## src/rtl/sem_bank_pkg.sv

```systemverilog
`timescale 1ns/1ps
package sem_bank_pkg;

   typedef enum logic [1:0] {
      ACC_NONE = 2'd0,
      ACC_CTRL = 2'd1,
      ACC_SEM  = 2'd2,
      ACC_FLAG = 2'd3
   } acc_kind_e;

   typedef struct packed {
      acc_kind_e  kind;
      logic [7:0] idx;
   } acc_dec_t;

   function automatic acc_dec_t decode_addr(input logic [31:0] addr,
                                            input int unsigned num_sem,
                                            input int unsigned ctrl_off,
                                            input int unsigned sem_base,
                                            input int unsigned flag_off);
      acc_dec_t r;
      r.kind = ACC_NONE;
      r.idx  = '0;
      if (addr == ctrl_off) begin
         r.kind = ACC_CTRL;
      end else if (addr == flag_off) begin
         r.kind = ACC_FLAG;
      end else if (addr >= sem_base && addr < sem_base + 4 * num_sem &&
                   addr[1:0] == 2'b00) begin
         r.kind = ACC_SEM;
         r.idx  = 8'((addr - sem_base) >> 2);
      end
      return r;
   endfunction

endpackage

```

## src/rtl/sem_cell.sv

```systemverilog
`timescale 1ns/1ps
module sem_cell #(
   parameter int NUM_PORTS = 2,
   parameter int ID_W      = 4
) (
   input  logic                      clk,
   input  logic                      rst_n,
   input  logic [NUM_PORTS-1:0]      hit_i,
   input  logic [NUM_PORTS*ID_W-1:0] wnib_i,
   input  logic [NUM_PORTS*ID_W-1:0] mid_i,
   output logic [ID_W-1:0]           owner_o,
   output logic                      release_o
);
   logic [ID_W-1:0] own_q, own_nxt;
   logic            rel;
   logic            taken;

   always_comb begin
      own_nxt = own_q;
      rel     = 1'b0;
      taken   = 1'b0;
      if (own_q == '0) begin
         for (int p = 0; p < NUM_PORTS; p++) begin
            if (!taken && hit_i[p] &&
                wnib_i[p*ID_W +: ID_W] == mid_i[p*ID_W +: ID_W] &&
                mid_i[p*ID_W +: ID_W] != '0) begin
               own_nxt = mid_i[p*ID_W +: ID_W];
               taken   = 1'b1;
            end
         end
      end else begin
         for (int p = 0; p < NUM_PORTS; p++) begin
            if (hit_i[p] && wnib_i[p*ID_W +: ID_W] == '0 &&
                mid_i[p*ID_W +: ID_W] == own_q) begin
               own_nxt = '0;
               rel     = 1'b1;
            end
         end
      end
   end

   always_ff @(posedge clk or negedge rst_n) begin
      if (!rst_n) own_q <= '0;
      else        own_q <= own_nxt;
   end

   assign owner_o   = own_q;
   assign release_o = rel;
endmodule

```

## src/rtl/sem_flags.sv

```systemverilog
`timescale 1ns/1ps
module sem_flags #(
   parameter int NUM_SEM = 32
) (
   input  logic               clk,
   input  logic               rst_n,
   input  logic [NUM_SEM-1:0] set_i,
   input  logic [NUM_SEM-1:0] clr_i,
   output logic [NUM_SEM-1:0] flags_o
);
   logic [NUM_SEM-1:0] flags_q;

   always_ff @(posedge clk or negedge rst_n) begin
      if (!rst_n) flags_q <= '0;
      else        flags_q <= (flags_q & ~clr_i) | set_i;
   end

   assign flags_o = flags_q;
endmodule

```

## src/rtl/sem_rd_mux.sv

```systemverilog
`timescale 1ns/1ps
module sem_rd_mux
   import sem_bank_pkg::*;
#(
   parameter int NUM_SEM = 32,
   parameter int ID_W    = 4,
   parameter int DATA_W  = 32
) (
   input  acc_dec_t                  dec_i,
   input  logic [NUM_SEM*ID_W-1:0]   owners_i,
   input  logic                      ctrl_i,
   input  logic [NUM_SEM-1:0]        flags_i,
   output logic [DATA_W-1:0]         rdata_o
);
   always_comb begin
      rdata_o = '0;
      unique case (dec_i.kind)
         ACC_CTRL: rdata_o = DATA_W'(ctrl_i);
         ACC_SEM:  rdata_o = DATA_W'(owners_i[int'(dec_i.idx)*ID_W +: ID_W]);
         ACC_FLAG: rdata_o = DATA_W'(flags_i);
         default:  rdata_o = '0;
      endcase
   end
endmodule

```

## src/rtl/sem_bank.sv

```systemverilog
`timescale 1ns/1ps
module sem_bank
   import sem_bank_pkg::*;
#(
   parameter int NUM_PORTS = 2,
   parameter int NUM_SEM   = 32,
   parameter int ID_W      = 4,
   parameter int ADDR_W    = 8,
   parameter int DATA_W    = 32,
   parameter int CTRL_OFF  = 'h00,
   parameter int SEM_BASE  = 'h08,
   parameter int FLAG_OFF  = 'h90
) (
   input  logic                        clk,
   input  logic                        rst_n,
   input  logic [NUM_PORTS*ADDR_W-1:0] addr_i,
   input  logic [NUM_PORTS-1:0]        we_i,
   input  logic [NUM_PORTS*DATA_W-1:0] wdata_i,
   input  logic [NUM_PORTS*ID_W-1:0]   mid_i,
   output logic [NUM_PORTS*DATA_W-1:0] rdata_o
);
   localparam int SEM_END = SEM_BASE + 4 * NUM_SEM;

   if (NUM_SEM < 1 || NUM_SEM > DATA_W || NUM_SEM > 256) begin : g_bad_num
      $error("sem_bank: NUM_SEM must lie in 1..min(DATA_W,256)");
   end
   if (ID_W < 1 || ID_W >= DATA_W) begin : g_bad_id
      $error("sem_bank: ID_W must be below DATA_W");
   end
   if (ADDR_W > 32 || SEM_END > (1 << ADDR_W)) begin : g_bad_addr
      $error("sem_bank: semaphore window exceeds the address space");
   end
   if (FLAG_OFF >= SEM_BASE && FLAG_OFF < SEM_END) begin : g_bad_flag
      $error("sem_bank: flag register overlaps the semaphore window");
   end
   if (CTRL_OFF >= SEM_BASE && CTRL_OFF < SEM_END) begin : g_bad_ctrl
      $error("sem_bank: control register overlaps the semaphore window");
   end

   acc_dec_t                  dec [NUM_PORTS];
   logic [NUM_SEM*ID_W-1:0]   owner_flat;
   logic [NUM_SEM-1:0]        rel_vec;
   logic [NUM_SEM-1:0]        clr_vec;
   logic [NUM_SEM-1:0]        flags_q;
   logic [NUM_PORTS*ID_W-1:0] wnib;
   logic                      ctrl_q, ctrl_nxt;

   for (genvar p = 0; p < NUM_PORTS; p++) begin : g_port
      always_comb dec[p] = decode_addr(32'(addr_i[p*ADDR_W +: ADDR_W]),
                                       NUM_SEM, CTRL_OFF, SEM_BASE, FLAG_OFF);
      assign wnib[p*ID_W +: ID_W] = wdata_i[p*DATA_W +: ID_W];

      sem_rd_mux #(.NUM_SEM(NUM_SEM), .ID_W(ID_W), .DATA_W(DATA_W)) u_rd (
         .dec_i   (dec[p]),
         .owners_i(owner_flat),
         .ctrl_i  (ctrl_q),
         .flags_i (flags_q),
         .rdata_o (rdata_o[p*DATA_W +: DATA_W])
      );
   end

   for (genvar i = 0; i < NUM_SEM; i++) begin : g_sem
      logic [NUM_PORTS-1:0] hit;
      always_comb begin
         for (int p = 0; p < NUM_PORTS; p++)
            hit[p] = we_i[p] && dec[p].kind == ACC_SEM && int'(dec[p].idx) == i;
      end

      sem_cell #(.NUM_PORTS(NUM_PORTS), .ID_W(ID_W)) u_cell (
         .clk      (clk),
         .rst_n    (rst_n),
         .hit_i    (hit),
         .wnib_i   (wnib),
         .mid_i    (mid_i),
         .owner_o  (owner_flat[i*ID_W +: ID_W]),
         .release_o(rel_vec[i])
      );
   end

   always_comb begin
      clr_vec = '0;
      for (int p = 0; p < NUM_PORTS; p++)
         if (we_i[p] && dec[p].kind == ACC_FLAG)
            clr_vec = clr_vec | wdata_i[p*DATA_W +: NUM_SEM];
   end

   sem_flags #(.NUM_SEM(NUM_SEM)) u_flags (
      .clk    (clk),
      .rst_n  (rst_n),
      .set_i  (rel_vec),
      .clr_i  (clr_vec),
      .flags_o(flags_q)
   );

   always_comb begin
      ctrl_nxt = ctrl_q;
      for (int p = NUM_PORTS - 1; p >= 0; p--)
         if (we_i[p] && dec[p].kind == ACC_CTRL)
            ctrl_nxt = wdata_i[p*DATA_W];
   end

   always_ff @(posedge clk or negedge rst_n) begin
      if (!rst_n) ctrl_q <= 1'b0;
      else        ctrl_q <= ctrl_nxt;
   end
endmodule

```

## config.mk

```make
export PLATFORM = sky130hd
export DESIGN_NAME = sem_bank
export DESIGN_NICKNAME = d
export VERILOG_FILES = /design/src/rtl/sem_bank_pkg.sv /design/src/rtl/sem_cell.sv /design/src/rtl/sem_flags.sv /design/src/rtl/sem_rd_mux.sv /design/src/rtl/sem_bank.sv
export SDC_FILE = /design/constraint.sdc
export NUM_CORES = 1
export LEC_CHECK = 0
export BUFFER_PORTS_ARGS = -buffer_cell sky130_fd_sc_hd__buf_2
export CAP_MARGIN = 20
export CORE_MARGIN = 5
export CORE_UTILIZATION = 55
export CTS_CLUSTER_DIAMETER = 60
export DETAILED_ROUTE_END_ITERATION = 7
export PLACE_DENSITY = 0.74
export SLEW_MARGIN = 20
export SYNTH_ARGS = -nofsm -noshare
export SYNTH_HDL_FRONTEND = slang
export SYNTH_HIERARCHICAL = 1
export SYNTH_SLANG_ARGS = --single-unit
```

## constraint.sdc

```tcl
create_clock -name clk -period 7.28 [get_ports clk]
set_input_delay 1.82 -clock clk [delete_from_list [all_inputs] [get_ports clk]]
set_output_delay 1.82 -clock clk [all_outputs]
set_load 0.005 [all_outputs]
```

==> results.toml <==
[floorplanning]
pin_count = 156
initial_core_utilization = 0.5526
floorplan.die.width_um = 203.9
core_area_sq_um = 37400
design.die.area_sq_um = 41560
row_count = 71
die-height_um = 203.9

[place]
buffer_ports.inserted = 155
post-dp-hpwl_um = 53670
gpl.final_weighted_congestion = 1.024

[synth]
number_of_cells_produced_by_synthesis = 2363
synth_top_area_frac = 0.1949
synth_seq_area_share = 0.1949
asyncSetResetFlopFracSynth = 1.000
yosysWarnings = 6
mappedNetlistNets = 2459
yosys.area.top_type = "sky130_fd_sc_hd__dfrtp_1"
syn-cell-area_sq_um = 20670
synth_area_leaders = "sky130_fd_sc_hd__dfrtp_1 19%, sky130_fd_sc_hd__xnor2_1 15%, sky130_fd_sc_hd__xor2_1 5.5%"
synth.ff_latch_count = 161
synth_edf_count = 0
synth.avg_cell_area_sq_um = 8.747
post_synth_num_cell_types = 59
ys_dominant_reg_cell = "sky130_fd_sc_hd__dfrtp_1"

[layout]
drive_gt1_frac = 0.2067
fillCellCount = 3290
nNetsFinal = 2624
area.growth.synth_to_final_pct = 10.30
commonest_cells_after_routing_fill_and_taps_aside = "356 x sky130_fd_sc_hd__xnor2_1, 230 x sky130_fd_sc_hd__nor2_1, 164 x sky130_fd_sc_hd__nand2_1, 161 x sky130_fd_sc_hd__dfrtp_1, 139 x sky130_fd_sc_hd__buf_2"
most_common_cell_after_layout_fill_and_taps_aside = "sky130_fd_sc_hd__xnor2_1"

[critical_path]
end_kind = "primary output"
worstSetupStartpoint = "addr_i[11]"
crit_required_ns = 5.46
timing.critical_path.arrival_ns = 5.33
startpoint_type = "primary input"
crit_top_cell = "sky130_fd_sc_hd__buf_2"
worstRegToRegCells = 4
critPathMaxFanout = 14
cp_max_stage_delay_ns = 0.80
cell_with_the_largest_stage_delay_on_the_worst_path = "sky130_fd_sc_hd__nor2_2"
reg2reg_from = "g_sem[8].u_cell/owner_o[0]"
worst_setup_slack_for_register_to_register_paths_ns = 5.47
worstSetupPathType = "in2out"
worstReg2RegEnd = "g_sem[8].u_cell/owner_o[0]"
worstSetupEndpoint = "rdata_o[33]"
crit_path_cell_trace = "buf_2 -> inv_1 -> ha_1 -> or3b_2 -> o31a_1 -> nand3_2 -> nor2_2 -> mux2i_1 -> mux4_2 -> a221oi_1 -> a32o_1 -> buf_2"

[global_route]
grt-ovfl-total = 0
grt_first_pass_wirelength_um = 123500
via_count_of_the_first_global_routing_pass = 20870
largest_net_degree_at_the_start_of_global_routing = 129
antenna_found_initial = 6
total_track_usage = 0.3743

[cts]
tritoncts_clock_tree = "built"
clock_tree.root_cell = "sky130_fd_sc_hd__clkbuf_16"
cts.reportedPaths.clkPinSlew_ns = 0.07
worstSkewPairLatency_ns = 0.49
cts.path.max_buffers = 2
cts_made_buffers = 17
cts-htree-levels = 4
clock_sink_count = 161

[job]
maxCapViolCount = 0

[sta]
setup_total_negative_slack_ns = 0
setup_viol = 0
tightestPinTransition_ns = 1.198
timing.final.max_slew_violations = 0
grt_setup_unrepaired = "false"
hold_violations = 0
final_period_minus_worst_setup_slack_ns = 7.151
fin_skew_ns = 0.01077
max_freq_ghz = 0.1398
slew_headroom = 0.2012
final_min_period_over_clock_period = 0.9823

[drt]
vias = 21710
antenna_left = 0
avgViaCountPerCell = 7.105
drt-wirelength-per-cell_um = 26.37
detail_route.iter0.violations = 2727
routed_wl_um = 80560
drt_pass1_iterations = 6
drc = 0

[power_and_ir_drop]
report.power.total_mw = 2.535
leakage_nw = 8.189
power.density_nw_per_um2 = 111.2
vdd_ir_drop_max_v = 0.0001672

[status]
run_status = "finished clean"

[min_path]
count_of_cells_along_the_worst_hold_path = 1
worstHoldPathType = "reg2reg"
-- how the worst min path moves through the flow --
stage | from | end
2_1_floorplan | u_flags/flags_o[10] | u_flags/flags_o[10]
3_3_place_gp | u_flags/flags_o[24] | u_flags/flags_o[24]
3_5_place_dp | u_flags/flags_o[8] | u_flags/flags_o[8]
4_1_cts | u_flags/flags_o[8] | u_flags/flags_o[8]
5_1_grt | u_flags/flags_o[8] | u_flags/flags_o[8]
6_report | u_flags/flags_o[8] | u_flags/flags_o[8]
-- where the power goes --
group / internal (mW) / switching (mW) / leakage (nW)
Clock: 0.475 / 0.419 / 0.248
Sequential: 0.899 / 0.0164 / 2.25
Combinational: 0.257 / 0.468 / 5.69
-- per-layer routing --
layer  share of wire  routed length [um]  global-route usage  vias up
li1                -                   -                   -     9382
met1            0.39               31020              0.4996    10430
met2            0.43               35040              0.5699     1605
met3            0.13               10240             0.08838      285
met4           0.053                4250              0.1872        2
met5         0.00016                  13                   0        -
-- cells in the mapped netlist (all sizes together) (20+ instances only) --
master	instances
nor3	144
a22oi	102
inv	40
clkbuf	21
a32oi	32
nand3	20
o41ai	33
buf	35
and3	61
and4bb	32
mux4	44
nand4	110
o21ai	131
nor2	237
nand2b	35
or3	34
nand2	165
a22o	32
nor4	72
a41oi	32
a21o	32
a21oi	38
xnor2	356
xor2	130
mux2i	76
dfrtp	161
or4	65
a2bb2oi	32
-- final cells by class --
type | count | area (sq um) | area share
multi-input cells | 2107 | 16180 | 0.7097
clock inverters | 9 | 86.33 | 0.003787
inverters | 40 | 150.1 | 0.006586
repair buffers | 201 | 1250 | 0.05483
clock buffers | 22 | 454.2 | 0.01992
diodes | 4 | 10.01 | 0.0004391
well taps | 511 | 639.4 | 0.02804
flip-flops and latches | 161 | 4029 | 0.1767
-- what timing repair did --
| item | CTS | global route |
|---|---|---|
| setup buffers | 0 | 2 |
| setup endpoints to repair | 0 | 4 |
| hold buffers | 0 | 0 |
| gates resized for setup | 0 | 1 |
-- through the flow --
step                      std cells  cell area, sq um  setup slack, ns  utilization  hold WS [ns]
after detailed placement       3015             22160           0.1117       0.5925        0.4747
after CTS                      3046             22700           0.1083       0.6069        0.4896
after floorplan                2363             20670           0.8156            -        0.4549
final                          3055             22800           0.1287       0.6096        0.4868
after global placement         3015             22160           0.2399       0.5925        0.4652
after global routing           3055             22800          0.04202       0.6096        0.5120
-- flip-flops by register name (all words and copies together), names as in the netlist --
name / cells
u_flags/flags_o: 32
g_sem.u_cell/owner_o: 128
ctrl_q: 1
-- cells by family after synthesis --
group / count (synthesis) / synth area share
simple gates: 998 / 0.2907
compound gates: 495 / 0.1936
xor+xnor: 486 / 0.2059
flops: 161 / 0.1949
mux: 123 / 0.08639
buf+inv: 96 / 0.02603
fa+ha+maj: 4 / 0.002422
-- critical path, delay by kind of cell --
family                     cells  cell delay [ns]
AOI/OAI and AO/OA              3             0.72
adders and majority gates      1             0.28
buffers and inverters          3             0.56
muxes                          2             0.68
and+or+nand+nor                3             1.27
Note: power is estimated with default switching activity, not from simulation.
